**src/rtl/trace_mon_pkg.sv**
```systemverilog
`timescale 1ns/1ps
package trace_mon_pkg;
  // record word width and header layout; downstream decoding depends on these indices
  localparam int REC_W    = 32;
  localparam int HDR_N    = 6;
  localparam int W_HDR    = 0;
  localparam int W_FIRST  = 1;   // first statistics word
  localparam int W_GAP    = 5;
  localparam int LOST_BIT = REC_W - 1;

  // statistics counter slots, in record order starting at W_FIRST
  localparam int ST_SPAN  = 0;
  localparam int ST_XFER  = 1;
  localparam int ST_NOVAL = 2;
  localparam int ST_NORDY = 3;
  localparam int N_STAT   = 4;
endpackage

```
**src/rtl/tm_sat_cnt.sv**
```systemverilog
`timescale 1ns/1ps
module tm_sat_cnt #(
  parameter int W = 16
) (
  input  logic         clk,
  input  logic         rst_n,
  input  logic         en,
  input  logic         clr,
  input  logic         inc,
  output logic [W-1:0] q,
  output logic [W-1:0] q_nxt
);

  always_comb begin
    q_nxt = q;
    if (en) begin
      if (clr)
        q_nxt = W'(inc);
      else if (inc && (q != {W{1'b1}}))
        q_nxt = q + W'(1);
    end
  end

  always_ff @(posedge clk or negedge rst_n) begin
    if (!rst_n)
      q <= '0;
    else if (en)
      q <= q_nxt;
  end

  AST_SAT_HOLD: assert property (@(posedge clk) disable iff (!rst_n)
    (en && !clr && inc && (q == {W{1'b1}})) |=> (q == {W{1'b1}}));

endmodule

```
**src/rtl/tm_pkt_track.sv**
```systemverilog
`timescale 1ns/1ps
module tm_pkt_track #(
  parameter int DATA_W = 32,
  parameter int TYPE_W = 4,
  parameter int CAP_N  = 4
) (
  input  logic                    clk,
  input  logic                    rst_n,
  input  logic                    valid,
  input  logic                    ready,
  input  logic                    sop,
  input  logic                    eop,
  input  logic [DATA_W-1:0]       data,
  output logic                    start,
  output logic                    active,
  output logic                    pkt_end,
  output logic [TYPE_W-1:0]       type_nxt,
  output logic [CAP_N*DATA_W-1:0] cap_nxt
);

  localparam int BIDX_W = $clog2(CAP_N + 1);

  logic              in_pkt, in_pkt_nxt;
  logic              xfer, body_xfer;
  logic [BIDX_W-1:0] bidx, bidx_nxt;
  logic [TYPE_W-1:0] type_q;
  logic [DATA_W-1:0] cap_q [CAP_N];

  always_comb begin
    xfer      = valid & ready;
    start     = !in_pkt & xfer & sop;
    active    = in_pkt | start;
    pkt_end   = active & xfer & eop;
    body_xfer = in_pkt & xfer;
    if (pkt_end)    in_pkt_nxt = 1'b0;
    else if (start) in_pkt_nxt = 1'b1;
    else            in_pkt_nxt = in_pkt;
    type_nxt = start ? data[TYPE_W-1:0] : type_q;
    if (start)
      bidx_nxt = BIDX_W'(1);
    else if (body_xfer && (bidx < BIDX_W'(CAP_N)))
      bidx_nxt = bidx + BIDX_W'(1);
    else
      bidx_nxt = bidx;
  end

  generate
    for (genvar i = 0; i < CAP_N; i++) begin : g_cap
      always_comb begin
        if (start)
          cap_nxt[i*DATA_W +: DATA_W] = (i == 0) ? data : '0;
        else if (body_xfer && (bidx == BIDX_W'(i)))
          cap_nxt[i*DATA_W +: DATA_W] = data;
        else
          cap_nxt[i*DATA_W +: DATA_W] = cap_q[i];
      end

      always_ff @(posedge clk) begin
        if (active)
          cap_q[i] <= cap_nxt[i*DATA_W +: DATA_W];
      end
    end
  endgenerate

  always_ff @(posedge clk or negedge rst_n) begin
    if (!rst_n) begin
      in_pkt <= 1'b0;
      bidx   <= '0;
    end else begin
      in_pkt <= in_pkt_nxt;
      if (active) bidx <= bidx_nxt;
    end
  end

  always_ff @(posedge clk) begin
    if (start) type_q <= type_nxt;
  end

  AST_END_CLOSES: assert property (@(posedge clk) disable iff (!rst_n)
    pkt_end |=> !in_pkt);
  AST_OPEN_AFTER_START: assert property (@(posedge clk) disable iff (!rst_n)
    (start && !pkt_end) |=> in_pkt);

endmodule

```
**src/rtl/tm_rec_ser.sv**
```systemverilog
`timescale 1ns/1ps
module tm_rec_ser
  import trace_mon_pkg::*;
#(
  parameter int WORDS = 10
) (
  input  logic                          clk,
  input  logic                          rst_n,
  input  logic                          load,
  input  logic [WORDS*REC_W-1:0]        words,
  input  logic [$clog2(WORDS)-1:0]      last_idx,
  input  logic                          rec_ready,
  output logic                          rec_valid,
  output logic [REC_W-1:0]              rec_data,
  output logic                          rec_last
);

  localparam int IDX_W = $clog2(WORDS);

  logic             busy, busy_nxt;
  logic             lost_pend, lost_nxt;
  logic [IDX_W-1:0] idx, idx_nxt, end_idx;
  logic [REC_W-1:0] word_q [WORDS];
  logic [REC_W-1:0] hdr_w;
  logic             fire, accept, drop;

  always_comb begin
    fire     = busy & rec_ready;
    accept   = load & !busy;
    drop     = load & busy;
    rec_valid = busy;
    rec_data  = word_q[idx];
    rec_last  = busy & (idx == end_idx);
    hdr_w           = words[REC_W-1:0];
    hdr_w[LOST_BIT] = lost_pend;
    if (accept)                 busy_nxt = 1'b1;
    else if (fire && rec_last)  busy_nxt = 1'b0;
    else                        busy_nxt = busy;
    if (accept)                 idx_nxt = '0;
    else if (fire && !rec_last) idx_nxt = idx + IDX_W'(1);
    else                        idx_nxt = idx;
    if (drop)        lost_nxt = 1'b1;
    else if (accept) lost_nxt = 1'b0;
    else             lost_nxt = lost_pend;
  end

  always_ff @(posedge clk or negedge rst_n) begin
    if (!rst_n) begin
      busy      <= 1'b0;
      idx       <= '0;
      lost_pend <= 1'b0;
    end else begin
      busy      <= busy_nxt;
      idx       <= idx_nxt;
      lost_pend <= lost_nxt;
    end
  end

  always_ff @(posedge clk) begin
    if (accept) begin
      end_idx   <= last_idx;
      word_q[0] <= hdr_w;
      for (int i = 1; i < WORDS; i++)
        word_q[i] <= words[i*REC_W +: REC_W];
    end
  end

  AST_REC_HOLD: assert property (@(posedge clk) disable iff (!rst_n)
    (rec_valid && !rec_ready) |=> (rec_valid && $stable(rec_data) && $stable(rec_last)));
  AST_REC_FIRST: assert property (@(posedge clk) disable iff (!rst_n)
    accept |=> (rec_valid && (idx == '0)));
  AST_DROP_FLAGS: assert property (@(posedge clk) disable iff (!rst_n)
    drop |=> lost_pend);
  AST_FLAG_ONCE: assert property (@(posedge clk) disable iff (!rst_n)
    (accept && !drop) |=> !lost_pend);

endmodule

```
**src/rtl/strm_trace_mon.sv**
```systemverilog
`timescale 1ns/1ps
module strm_trace_mon
  import trace_mon_pkg::*;
#(
  parameter int DATA_W = 32,
  parameter int CNT_W  = 16,
  parameter int CAP_N  = 4,
  parameter int TYPE_W = 4
) (
  input  logic              clk,
  input  logic              rst_n,
  input  logic              mon_valid,
  input  logic              mon_ready,
  input  logic              mon_sop,
  input  logic              mon_eop,
  input  logic [DATA_W-1:0] mon_data,
  output logic              rec_valid,
  input  logic              rec_ready,
  output logic [REC_W-1:0]  rec_data,
  output logic              rec_last
);

  localparam int REC_N = HDR_N + CAP_N;
  localparam int IDX_W = $clog2(REC_N);

  logic                    trk_start, trk_active, trk_end;
  logic [TYPE_W-1:0]       pkt_type;
  logic [CAP_N*DATA_W-1:0] cap_flat;
  logic [N_STAT-1:0]       stat_inc;
  logic [CNT_W-1:0]        stat_q   [N_STAT];
  logic [CNT_W-1:0]        stat_nxt [N_STAT];
  logic [CNT_W-1:0]        gap_q, gap_nxt, gap_hold, gap_rec;
  logic [REC_N*REC_W-1:0]  rec_flat;
  logic [IDX_W-1:0]        rec_end_idx;

  tm_pkt_track #(
    .DATA_W (DATA_W),
    .TYPE_W (TYPE_W),
    .CAP_N  (CAP_N)
  ) u_track (
    .clk      (clk),
    .rst_n    (rst_n),
    .valid    (mon_valid),
    .ready    (mon_ready),
    .sop      (mon_sop),
    .eop      (mon_eop),
    .data     (mon_data),
    .start    (trk_start),
    .active   (trk_active),
    .pkt_end  (trk_end),
    .type_nxt (pkt_type),
    .cap_nxt  (cap_flat)
  );

  always_comb begin
    stat_inc[ST_SPAN]  = 1'b1;
    stat_inc[ST_XFER]  = mon_valid & mon_ready;
    stat_inc[ST_NOVAL] = !mon_valid;
    stat_inc[ST_NORDY] = mon_valid & !mon_ready;
  end

  generate
    for (genvar g = 0; g < N_STAT; g++) begin : g_stat
      tm_sat_cnt #(.W(CNT_W)) u_stat (
        .clk   (clk),
        .rst_n (rst_n),
        .en    (trk_active),
        .clr   (trk_start),
        .inc   (stat_inc[g]),
        .q     (stat_q[g]),
        .q_nxt (stat_nxt[g])
      );
    end
  endgenerate

  tm_sat_cnt #(.W(CNT_W)) u_gap (
    .clk   (clk),
    .rst_n (rst_n),
    .en    (1'b1),
    .clr   (trk_start),
    .inc   (!trk_active),
    .q     (gap_q),
    .q_nxt (gap_nxt)
  );

  always_ff @(posedge clk or negedge rst_n) begin
    if (!rst_n)
      gap_hold <= '0;
    else if (trk_start)
      gap_hold <= gap_q;
  end

  always_comb begin
    gap_rec  = trk_start ? gap_q : gap_hold;
    rec_flat = '0;
    rec_flat[W_HDR*REC_W +: REC_W] = REC_W'(pkt_type);
    for (int i = 0; i < N_STAT; i++)
      rec_flat[(W_FIRST+i)*REC_W +: REC_W] = REC_W'(stat_nxt[i]);
    rec_flat[W_GAP*REC_W +: REC_W] = REC_W'(gap_rec);
    for (int i = 0; i < CAP_N; i++)
      rec_flat[(HDR_N+i)*REC_W +: REC_W] = REC_W'(cap_flat[i*DATA_W +: DATA_W]);
    rec_end_idx = (pkt_type != '0) ? IDX_W'(REC_N-1) : IDX_W'(HDR_N-1);
  end

  tm_rec_ser #(.WORDS(REC_N)) u_ser (
    .clk       (clk),
    .rst_n     (rst_n),
    .load      (trk_end),
    .words     (rec_flat),
    .last_idx  (rec_end_idx),
    .rec_ready (rec_ready),
    .rec_valid (rec_valid),
    .rec_data  (rec_data),
    .rec_last  (rec_last)
  );

  AST_XFER_IN_SPAN: assert property (@(posedge clk) disable iff (!rst_n)
    trk_active |-> (stat_nxt[ST_XFER] <= stat_nxt[ST_SPAN]));
  AST_STALLS_IN_SPAN: assert property (@(posedge clk) disable iff (!rst_n)
    (trk_active && (stat_q[ST_SPAN] != {CNT_W{1'b1}})) |->
      ({1'b0, stat_q[ST_NOVAL]} + {1'b0, stat_q[ST_NORDY]} <= {1'b0, stat_q[ST_SPAN]}));
  AST_GAP_FROZEN: assert property (@(posedge clk) disable iff (!rst_n)
    trk_active |-> (gap_nxt == '0));
  AST_NO_REC_IN_RESET: assert property (@(posedge clk) disable iff (!rst_n)
    $rose(rst_n) |-> !rec_valid);

endmodule

```
**config.mk**
```make
export PLATFORM = sky130hd
export DESIGN_NAME = strm_trace_mon
export DESIGN_NICKNAME = d
export VERILOG_FILES = /design/src/rtl/trace_mon_pkg.sv /design/src/rtl/tm_sat_cnt.sv /design/src/rtl/tm_pkt_track.sv /design/src/rtl/tm_rec_ser.sv /design/src/rtl/strm_trace_mon.sv
export SDC_FILE = /design/constraint.sdc
export NUM_CORES = 1
export LEC_CHECK = 0
export BUFFER_PORTS_ARGS = -buffer_cell sky130_fd_sc_hd__buf_2
export CORE_MARGIN = 3
export CORE_UTILIZATION = 40
export CTS_BUF_LIST = sky130_fd_sc_hd__clkbuf_16
export DETAILED_ROUTE_END_ITERATION = 6
export PLACE_DENSITY_LB_ADDON = 0.3
export SLEW_MARGIN = 0
export SYNTH_ARGS = -nofsm -noshare
export SYNTH_HDL_FRONTEND = slang
export SYNTH_SLANG_ARGS = --single-unit
```
**constraint.sdc**
```tcl
create_clock -name clk -period 14.89 [get_ports clk]
set_input_delay 1.489 -clock clk [delete_from_list [all_inputs] [get_ports clk]]
set_output_delay 1.489 -clock clk [all_outputs]
set_load 0.02 [all_outputs]
```
After elaboration in Yosys (flattened, before gate mapping) --
Memory sizes are Yosys's and may differ from the RTL's. Cells that the tools add are included.
Storage, ports and cells: register bits after elaboration 114, RAM bits 448, input port bits 39, word-level logic and storage cells 109, memories kept 2
Memories:
- u_ser.word_q | words 10, width 32, read ports 1, clocked after memory_dff 0, write ports 10, RTL line tm_rec_ser.sv:23 | logic [REC_W-1:0] word_q [WORDS];
- u_track.cap_q | words 4, width 32, read ports 4, clocked after memory_dff 0, write ports 4, RTL line tm_pkt_track.sv:27 | logic [DATA_W-1:0] cap_q [CAP_N];
Operators by class: add/sub/neg operators 7, $lt $le $gt $ge 1, equal/unequal tests 9, multiplexer cells 39, bitwise operators 12, reduce and logical (&&, ||, !) cells 26
Operators by type and width (count):
- $mux W32 | 8
- $mux W16 | 15
- $add A16 B1 Y16 const B | 5
- $ne A16 B16 Y1 const B | 5
- $mux W4 | 4
- $reduce_bool A2 Y1 | 6
- $and A1 B1 Y1 | 11
- $logic_and A1 B1 Y1 | 11
- $mux W1 | 10
- $eq A3 B2 Y1 const B | 2
- $logic_not A1 Y1 | 6
- $mux W3 | 2
- $add A4 B1 Y4 const B | 1
- $eq A4 B4 Y1 | 1
- $reduce_bool A4 Y1 | 1
- $add A3 B1 Y3 const B | 1
- $eq A3 B1 Y1 const B | 1
- $logic_not A3 Y1 | 1
- $lt A3 B3 Y1 const B | 1
- $reduce_and A2 Y1 | 1
- $or A1 B1 Y1 | 1

Longest topological paths before layout --
Gate-level depths: netlist of the first run.
depth in word-level cells 9, mapped depth 9

Hierarchy --
Synthesis of the first run repeated with hierarchy kept, for this count alone.
Second synthesis, totals: cells, all modules 1869, area, all modules 25315.5 µm²
Modules (own cells, without submodules):
- tm_rec_ser | times used 1, cells each 688, area an instance 12888.6 µm², seq. area each 9879.5 µm²
- tm_pkt_track | times used 1, cells each 534, area an instance 6362.4 µm², seq. area each 4063.9 µm²
- tm_sat_cnt | times used 5, cells each 121, area an instance 1074.8 µm², seq. area each 400.4 µm²
- strm_trace_mon | times used 1, cells each 42, area an instance 690.7 µm², seq. area each 400.4 µm²

Worst setup path after synthesis of the first run --
Ideal clock, no wire load.
path type input port to flip-flop, start input mon_ready, end register u_ser.end_idx[2] (enable), setup time 0.798 ns, arrival 10.968 ns, data required time 14.092 ns, path slack 3.124 ns, cell stages on the path 3, path buffers 1, cell sequence clkbuf_1 -> o2111ai_1 -> nor2_1
On the way: longest elaborated chain between the ends 7
RTL lines:
- start: declaration | RTL line strm_trace_mon.sv:13 | input logic mon_ready,
- $and A1 B1 Y1 (*) | RTL line tm_pkt_track.sv:30 | xfer = valid & ready;
- $and A1 B1 Y1 (2 in series) | RTL line tm_pkt_track.sv:31 | start = !in_pkt & xfer & sop;
- $or A1 B1 Y1 | RTL line tm_pkt_track.sv:32 | active = in_pkt | start;
- $and A1 B1 Y1 (*) (2 in series) | RTL line tm_pkt_track.sv:33 | pkt_end = active & xfer & eop;
- $and A1 B1 Y1 (*) | RTL line tm_rec_ser.sv:29 | accept = load & !busy;
- named net u_ser.accept | RTL line tm_rec_ser.sv:25 | logic fire, accept, drop;
- end signal: assignment | RTL line tm_rec_ser.sv:61 | end_idx <= last_idx;
- end: declaration | RTL line tm_rec_ser.sv:22 | logic [IDX_W-1:0] idx, idx_nxt, end_idx;
Mark *: on every way through the listed nets, which the timed path passes. The rest lies on a longest branch. A chain may end at the register's enable or synchronous reset.

Worst setup path in the final report of the first run --
start register u_ser.idx[0], end output rec_data[2]
On the way: longest elaborated chain between the ends 1
RTL lines:
- start: declaration | RTL line tm_rec_ser.sv:22
- start signal: assignment | RTL line tm_rec_ser.sv:54 | idx <= idx_nxt;
- $mem_v2 Z10 W32
- end: declaration | RTL line strm_trace_mon.sv:19 | output logic [REC_W-1:0] rec_data,
Every way passes these cells.

==> metrics.md, run 1 <==
| Metric | Value |
|---|---|
| I/O Pins | 73 |
| Fin. Hold Viols | 0 |
| Max Root-Sink Buffers | 3 |
| Num rows | between 80 and 90 |
| # clock sinks | about 450 |
| Most frequent cells in the layout | 347 x edfxtp_1, 310 x nand2_1, 161 x a21oi_1, 104 x dfrtp_1 |
| Hold Path Class | reg -> reg |
| Area occupied by multi-input gates | approximately 0.0066 mm2 |
| Resized Gates After CTS | 0 |
| RD Place Congestion | 0.870 |
| Most common cell after layout, fill and taps aside | edfxtp_1 |
| Register area | between 0.01 and 0.015 mm2 |
| Hold Crit Start | u_ser.lost_pend$_DFFE_PN0P_ |
| Synth async-reset ratio | 23.4% |
| CTS Hold Bufs | 0 |
| Fillers | about 4500 |
| CP startpoint | u_ser.idx[0]$_DFFE_PN0P_ |
| Final period demand of the worst path | approximately 5.1 ns |
| Die area | around 0.053 mm2 |
| Yosys reg bits | 453 |
| DP Wirelength | around 30 mm |
| Synthesis warning total | 0 |
| Final wirelength | around 49 mm |
| Post-CTS setup buffer count | 0 |
| Synth unique cells | a little under 70 |
| Synth Area per Inst | roughly 13 um2 |
| Pwr/cell area | about 170 mW/mm2 |
| Initial antenna violation count | 3 |
| DRC | 0 |
| GRT Total Usage | 18.3% |
| Layout area overhead | 12.8% |
| # diodes | 0 |
| Die Ht | 231 um |
| Wirelength per Cell | between 20 and 25 um |
| Final period util | 34.3% |
| Arrival @ worst endpoint | approximately 3.6 ns |
| Clk slew on worst S/H paths | 0.06 ns |
| Top FF cell, synth | edfxtp_1 |
| Relative slew slack | between 20 and 30% |
| PortBufs | slightly above 70 |
| H-Tree Depth | 2 |
| Num CTS Buffers | just under 50 |
| Setup WS post-layout | 9.78 ns |
| Number of global-route vias before repair | ~13000 |
| Final setup TNS | 0 ns |
| Starting Density | around 41% |
| F_max | between 150 and 200 MHz |
| Seq/Total Area, Yosys | around 65% |
| Starting DRT DRC Count | ~1300 |
| Syn_nets | approximately 1600 |
| GRT Residual Overflow | 0 |
| R2R Path Start | u_track.in_pkt$_DFFE_PN0P_ |
| Setup Slack @ Placement | 10.25 ns |
| First-pass DRT Iterations | 5 |
| Share of cells above drive strength 1 | 16.3% |
| Largest net degree at the start of global routing | ~120 |
| LEAKAGE | between 8 and 9 nW |
| Max FO, Critical Path | 44 |
| Clock Latency Late Sink | roughly 0.57 ns |
| Die Width | 231 um |
| Final core area utilization | about 46% |
| Final std cells w/o fill | 2353 |
| Outcome | finished, final reports clean |
| Post-synth EDFFs | 347 |
| Via count | ~13000 |
| Post-Place Cells | ~2300 |
| CP Capture Type | output port |
| Crit Path Class | reg -> out |
| Startpoint types | flip-flop |
| Mapped Cells | approximately 1600 |
| RSZ-0062 raised after global routing | false |
| CTS root buf | clkbuf_16 |
| Least-Margin Pin Slew | 1.11 ns |
| Area of the mapped netlist | approximately 0.020 mm2 |
| Peak supply drop | 0.0000835 V |
| Setup Skew | 0.0102 ns |
| Maxcap violations | 0 |
| Fin nets | approximately 1700 |
| Remaining antenna violation count | 0 |
| CP required | between 10 and 15 ns |
| Final setup viols | 0 |
| CORE AREA | 0.0495 mm2 |
| DR vias/cell | roughly 5.6 |
| First-pass GRT wire length | ~76 mm |
| TritonCTS clock tree | done |
| Max-slew violations | 0 |
-- Yosys cell counts, types with 30 or more instances --
library cell,count,area [um2]
nand4_1,30,188
o21ai_0,46,230
a21oi_1,162,811
o31ai_1,36,270
mux2i_1,66,661
mux2_2,71,800
nand2_1,310,1160
edfxtp_1,347,10400
buf_2,39,195
inv_1,31,116
dfrtp_1,106,2650
clkbuf_1,34,128
-- power breakdown --
| part | switching, mW | internal [mW] | leakage, nW |
|---|---|---|---|
| clock network | 0.494 | 0.755 | 0.840 |
| registers | 0.120 | 1.57 | 4.64 |
| logic | 0.532 | 0.316 | 2.79 |
| total | 1.15 | 2.64 | 8.27 |
-- per-layer routing --
| metal | vias up | share of wire [%] | GRT usage, % |
|---|---|---|---|
| met5 | - | 0.049 | 0 |
| met4 | 4 | 1.7 | 4.44 |
| met3 | 67 | 6.0 | 2.85 |
| met2 | 406 | 46 | 28.6 |
| met1 | 6657 | 46 | 26.8 |
| li1 | 6141 | - | - |
-- state kept, by name, summed over array words and instances (netlist names), 2 cells and up --
| name | flops |
|---|---|
| gap_hold | 16 |
| u_track.bidx | 3 |
| u_ser.idx | 4 |
| u_track.type_q | 4 |
| u_track.cap_q | 128 |
| u_ser.end_idx | 2 |
| g_stat.u_stat.q | 64 |
| u_ser.word_q | 213 |
| u_gap.q | 16 |
-- cells by family after synthesis --
family / after synthesis / synth area share (%)
compound gates: 317 / 9.43
simple gates: 530 / 12.7
mux: 158 / 9.50
fa+ha+maj: 12 / 0.743
xor+xnor: 4 / 0.173
flops: 453 / 64.6
buf+inv: 124 / 2.83
-- path summary, 6_finish.rpt --
kind                                                           end  slack, ns  cells past startpoint
worst min-delay path                 u_ser.word_q[0][31]$_DFFE_PP_       0.46                      0
min in group asynchronous       g_stat[2].u_stat.q[14]$_DFFE_PN0N_       1.01                      1
worst max register to register          u_ser.end_idx[3]$_DFFE_PP_      11.07                      6
worst max-delay path                                   rec_data[2]       9.78                      6
worst min register to register       u_ser.word_q[0][31]$_DFFE_PP_       0.46                      0
max in group asynchronous                    gap_hold[5]$_DFF_PN0_      12.69                      2
-- critical path: stages, from the launching register on --
cell and delay (ns):
dfrtp_4 0.92, buf_4 0.71, mux4_2 0.59, nor2b_1 0.14, a211oi_1 0.30, a21oi_1 0.13, buf_2 0.22
-- layout make-up --
| type | instances | share of cell area (%) |
|---|---|---|
| multi-input combinational | 1021 | 28.9 |
| timing repair buffer | 92 | 2.25 |
| clock buffer | 51 | 5.60 |
| sequential | 453 | 57.4 |
| clock inverter | 41 | 1.68 |
| inverter | 31 | 0.543 |
| tap | 664 | 3.64 |
-- per-stage QoR --
step / power (mW) / hold WS [ns] / cell area [um2]
final: 3.79 / 0.462 / 22800
after global routing: 3.97 / 0.468 / 22800
after CTS: 3.83 / 0.460 / 22800
after detailed placement: 2.58 / 0.447 / 21100
after global placement: 2.55 / 0.444 / 21100
after floorplan: 2.29 / 0.425 / 20200
Power figures use the tool's default switching activity.
==> run 2, diff against run 1 <==
- clock period: 14.89 -> 4.9 ns (I/O delays scaled with it)
==> metrics.md, run 2 (synthesis gave the netlist of run 1 again) <==
| Metric | Value |
|---|---|
| Starting Density | 40.9% |
| Final std cells w/o fill | around 2300 |
| Final setup viols | 0 |
| CTS root buf | clkbuf_16 |
| Area after DPL | about 0.021 mm2 |
| Die area | between 0.05 and 0.06 mm2 |
| Design Area, Final | between 0.02 and 0.025 mm2 |
| Most common cell after layout, fill and taps aside | edfxtp_1 |
| H-Tree Depth | 2 |
| Max-slew violations | 0 |
| Setup Skew | 0.0218 ns |
| RSZ-0062 raised after global routing | false |
| RD Place Congestion | about 0.84 |
| Number of global-route vias before repair | between 10000 and 15000 |
| Fin nets | around 1700 |
| Register area | about 0.013 mm2 |
| Remaining antenna violation count | 0 |
| DR vias/cell | between 5 and 6 |
| Wirelength per Cell | 21.4 um |
| CP required | roughly 4.4 ns |
| Final setup TNS | 0 ns |
| Largest net degree at the start of global routing | about 140 |
| Fillers | between 4000 and 5000 |
| CORE AREA | 0.0495 mm2 |
| Largest registers | u_ser.word_q (213), u_track.cap_q (128), g_stat.u_stat.q (64) |
| CP startpoint | u_ser.idx[0]$_DFFE_PN0P_ |
| Peak supply drop | 0.000349 V |
| GRT Total Usage | about a fifth |
| Crit Path Class | reg -> out |
| Share of cells above drive strength 1 | 16.3% |
| Die Ht | around 230 um |
| Relative slew slack | between 30% and 40% |
| Most frequent cells in the layout | 347 x edfxtp_1, 310 x nand2_1, 161 x a21oi_1, 104 x dfrtp_1 |
| Startpoint types | flip-flop |
| CP Capture Type | output port |
| LEAKAGE | slightly above 8 nW |
| Max Root-Sink Buffers | 3 |
| Maxcap violations | 0 |
| Starting DRT DRC Count | ~1100 |
| Most flops, register | u_ser.word_q |
| Num CTS Buffers | 46 |
| Num rows | 81 |
| Post-CTS setup buffer count | 0 |
| PortBufs | between 70 and 80 |
| R2r endpoint | u_ser.word_q[0][0]$_DFFE_PP_ |
| TritonCTS clock tree | done |
| DP Wirelength | 31.2 mm |
| R2R Path Start | u_track.in_pkt$_DFFE_PN0P_ |
| I/O Pins | 73 |
| Fin. Hold Viols | 0 |
| Initial antenna violation count | 3 |
| Reg2Reg Depth | 3 |
| Crit path capture | rec_data[15] |
| Resized Gates After CTS | 0 |
| First-pass DRT Iterations | 5 |
| Post-Place Cells | between 2000 and 2500 |
| R2R setup slack | 2.15 ns |
| Final period demand of the worst path | ~3.5 ns |
| # clock sinks | around 450 |
| GRT Residual Overflow | 0 |
| CTS Hold Bufs | 0 |
| Pwr/cell area | just under 500 mW/mm2 |
| Clock Latency Late Sink | 0.58 ns |
| First-pass GRT wire length | slightly below 80 mm |
| Least-Margin Pin Slew | ~0.92 ns |
| Arrival @ worst endpoint | between 2 and 3 ns |
| Clk slew on worst S/H paths | around 0.060 ns |
| Max FO, Critical Path | 50 |
| Via count | about 13000 |
| Max reg flops | between 200 and 250 |
| DRC | 0 |
| F_max | 287 MHz |
| Die Width | around 230 um |
| Final period util | between 70% and 80% |
| Layout area overhead | 11.7% |
| Hold Path Class | in -> async |
| Area occupied by multi-input gates | around 0.0066 mm2 |
| Final wirelength | ~50 mm |
| Outcome | finished, final reports clean |
run 2: changes by cell type in the layout (fill, tap and decap cells not counted):
cell / delta
clkinv_1: -9
bufinv_16: -7
buf_12: +5
clkbuf_16: -5
buf_4: -4
clkinvlp_4: +4
clkinv_2: +3
inv_1: +3
clkinv_8: +1
diode_2: +1
inv_2: +1
inv_6: +1
run 2: metal layers:
layer,GRT usage [%],part of all wire [%],up-vias
li1,-,-,6136
met1,25.5,44,6703
met2,31.1,49,326
met3,3.06,5.1,74
met4,6.14,2.8,4
met5,0,0.048,-
run 2: power by group:
| group | internal [mW] | leakage [nW] | switching [mW] |
|---|---|---|---|
| clock network | 1.77 | 0.709 | 1.48 |
| registers | 4.78 | 4.64 | 0.336 |
| logic | 0.981 | 2.81 | 1.59 |
| total | 7.53 | 8.16 | 3.40 |
run 2: how the worst min path moves through the flow:
stage | to | slack, ns | from
floorplan | g_stat[0].u_stat.q[0]$_DFFE_PN0N_ | 0.19 | rst_n
global placement | u_ser.word_q[0][31]$_DFFE_PP_ | 0.44 | u_ser.lost_pend$_DFFE_PN0P_
finish | g_stat[2].u_stat.q[15]$_DFFE_PN0N_ | 0.002 | rst_n
CTS | g_stat[1].u_stat.q[11]$_DFFE_PN0N_ | 0.02 | rst_n
global route | g_stat[1].u_stat.q[11]$_DFFE_PN0N_ | 0.05 | rst_n
detailed placement | u_ser.word_q[0][31]$_DFFE_PP_ | 0.44 | u_ser.lost_pend$_DFFE_PN0P_
run 2: worst max-delay path, stage by stage (launching register included):
cell and delay, ns:
dfrtp_4 0.89, buf_12 0.40, mux2_2 0.39, a221oi_1 0.36, o31ai_1 0.10, buf_2 0.20
run 2: final cells by class:
cell class | count | area share (%)
timing repair buffer | 93 | 2.58
antenna | 1 | 0.0111
inverter | 31 | 0.559
sequential | 453 | 57.9
tap | 664 | 3.68
clock inverter | 38 | 0.980
multi-input combinational | 1021 | 29.2
clock buffer | 46 | 5.10
run 2: per-stage QoR:
stage | worst slack [ns] | hold WS (ns) | total power, mW | util [%]
floorplan | 0.234 | 0.194 | 6.94 | -
detailed placement | 1.98 | 0.441 | 7.79 | 42.9
finish | 1.42 | 0.00249 | 10.9 | 45.7
CTS | 1.35 | 0.0188 | 11.1 | 45.7
global placement | 2.01 | 0.437 | 7.72 | 42.9
global route | 1.19 | 0.0544 | 11.5 | 45.7
==> run 3, diff against run 2 <==
- clock period: 4.9 -> 3.65 ns (I/O delays scaled with it)
==> metrics.md, run 3 (synthesis gave the netlist of run 1 again) <==
| Metric | Value |
|---|---|
| Most common cell after layout, fill and taps aside | edfxtp_1 |
| LEAKAGE | around 8.3 nW |
| Setup Skew | 0.0105 ns |
| Pwr/cell area | about 660 mW/mm2 |
| Starting Density | about two fifths |
| Max Root-Sink Buffers | 3 |
| Clock Latency Late Sink | approximately 0.57 ns |
| Least-Margin Pin Slew | about 0.9 ns |
| CP Capture Type | output port |
| Arrival @ worst endpoint | about 2.9 ns |
| Worst hold margin | 0.0514 ns |
| Final period util | between 90% and 100% |
| Buffers & Inverters on Critical Path | 3 |
| CP required | about 3.3 ns |
| GRT Residual Overflow | 0 |
| Tot Pwr | between 10 and 15 mW |
| First-pass DRT Iterations | 5 |
| DR vias/cell | around 5.6 |
| Wirelength per Cell | 20.9 um |
| Final setup viols | 0 |
| Num CTS Buffers | 48 |
| Most frequent cells in the layout | 347 x edfxtp_1, 310 x nand2_1, 161 x a21oi_1, 104 x dfrtp_1 |
| Final wirelength | 49.5 mm |
| Max reg flops | approximately 210 |
| Final period demand of the worst path | roughly 3.3 ns |
| TritonCTS clock tree | done |
| Setup WS post-layout | 0.349 ns |
| Fin nets | between 1500 and 2000 |
| RSZ-0062 raised after global routing | false |
| Area occupied by multi-input gates | approximately 0.0066 mm2 |
| Outcome | finished, final reports clean |
| CP cell instances | buf_4, buf_4, mux2_2, a311oi_1, a21oi_1, buf_2 |
| Crit-path slowest cell | dfrtp_4 |
| Most flops, register | u_ser.word_q |
| Setup Slack @ Placement | 0.952 ns |
| Peak supply drop | approximately 0.00032 V |
| Crit path max-delay family | buffers and inverters |
| Fillers | between 4000 and 5000 |
| Share of cells above drive strength 1 | between 15 and 20% |
| CTS root buf | clkbuf_16 |
| Layout area overhead | 12.6% |
| Startpoint types | flip-flop |
| Via count | 13300 |
| Relative slew slack | approximately two fifths |
| Register area | ~0.013 mm2 |
| Num rows | between 80 and 90 |
| Crit path top cell by count | buf_4 |
| Crit Path Class | reg -> out |
| I/O Pins | 73 |
| GRT Total Usage | approximately 18% |
| Largest registers | u_ser.word_q (213), u_track.cap_q (128), g_stat.u_stat.q (64) |
| Post-CTS setup buffer count | 0 |
| DP Wirelength | ~31 mm |
| Die Ht | ~230 um |
| Max-slew violations | 0 |
| First-pass GRT wire length | 77.2 mm |
| Max FO, Critical Path | 25 |
| Number of global-route vias before repair | between 10000 and 15000 |
| H-Tree Depth | 2 |
| Die Width | 231 um |
| Hold Path Class | in -> reg |
| PortBufs | 72 |
| DRC | 0 |
| Clk slew on worst S/H paths | ~0.06 ns |
| Starting DRT DRC Count | around 1200 |
| Fin. Hold Viols | 0 |
| F_max | 303 MHz |
| Delay of the slowest cell on the worst path | around 0.54 ns |
| Die area | 0.0533 mm2 |
| Largest net degree at the start of global routing | ~130 |
| Maxcap violations | 0 |
| # clock sinks | roughly 450 |
| Remaining antenna violation count | 0 |
| RD Place Congestion | approximately 0.9 |
| Initial antenna violation count | 2 |
| CORE AREA | ~0.049 mm2 |
-- run 3: cell count changes in the layout (fill, tap and decap cells not counted), sizes merged --
| cell | previous run | this run |
|---|---|---|
| buf | 93 | 104 |
| clkbuf | 46 | 49 |
| dlygate4sd3 | 0 | 2 |
| bufinv | 1 | 2 |
| clkinv | 19 | 18 |
| diode | 1 | 2 |
| inv | 44 | 45 |
-- run 3: final timing paths --
| kind | slack (ns) | start | cells past startpoint | to |
|---|---|---|---|---|
| max | 0.35 | u_ser.idx[0]$_DFFE_PN0P_ | 6 | rec_data[31] |
| min | 0.05 | mon_eop | 2 | u_track.in_pkt$_DFFE_PN0P_ |
| max reg2reg | 1.06 | u_track.in_pkt$_DFFE_PN0P_ | 5 | u_ser.word_q[4][6]$_DFFE_PP_ |
| min reg2reg | 0.46 | u_ser.lost_pend$_DFFE_PN0P_ | 0 | u_ser.word_q[0][31]$_DFFE_PP_ |
| max in group asynchronous | 2.45 | rst_n | 3 | g_stat[2].u_stat.q[7]$_DFFE_PN0N_ |
| min in group asynchronous | 0.39 | rst_n | 2 | u_track.bidx[2]$_DFFE_PN0P_ |
-- run 3: per-layer routing --
layer	routed length, um	part of all wire, %	GRT usage [%]
met3	2870	5.8	3.01
met4	1120	2.3	4.71
met5	0	0	0
met2	22900	46	29.0
met1	22600	46	26.8
-- run 3: worst register-to-register path, delay by kind of cell (launching register included) --
| family | cells | cell delay, ns |
|---|---|---|
| AOI/OAI and AO/OA | 1 | 0.08 |
| buffers and inverters | 2 | 1.06 |
| DFF | 1 | 0.58 |
| and+or+nand+nor | 2 | 0.63 |
-- run 3: stage by stage --
step / util, % / area, um2 / cells / setup TNS (ns)
floorplan: - / 20300 / 1598 / -149.64
global placement: 43.1 / 21300 / 2273 / 0
detailed placement: 43.1 / 21300 / 2273 / 0
CTS: 46.0 / 22800 / 2363 / 0
global route: 46.0 / 22800 / 2363 / 0
finish: 46.1 / 22800 / 2365 / 0
-- run 3: report_power, final --
part / total (mW) / switching, mW / internal (mW)
sequential: 6.78 / 0.367 / 6.41
combinational: 3.65 / 2.30 / 1.35
clock: 4.51 / 1.95 / 2.56
total: 14.9 / 4.62 / 10.3
-- run 3: final cells by class --
class,count,area share [%]
Tap cell,664,3.65
Timing Repair Buffer,106,2.96
Antenna cell,2,0.0220
Clock inverter,39,0.989
Inverter,31,0.549
Clock buffer,49,5.38
Sequential cell,453,57.4
Multi-Input combinational cell,1021,29.0
-- run 3: timing repair --
| action | in CTS | in global routing |
|---|---|---|
| hold buffers | 2 | 0 |
| resized for setup | 0 | 0 |
| hold endpoints to repair | 42 | 0 |
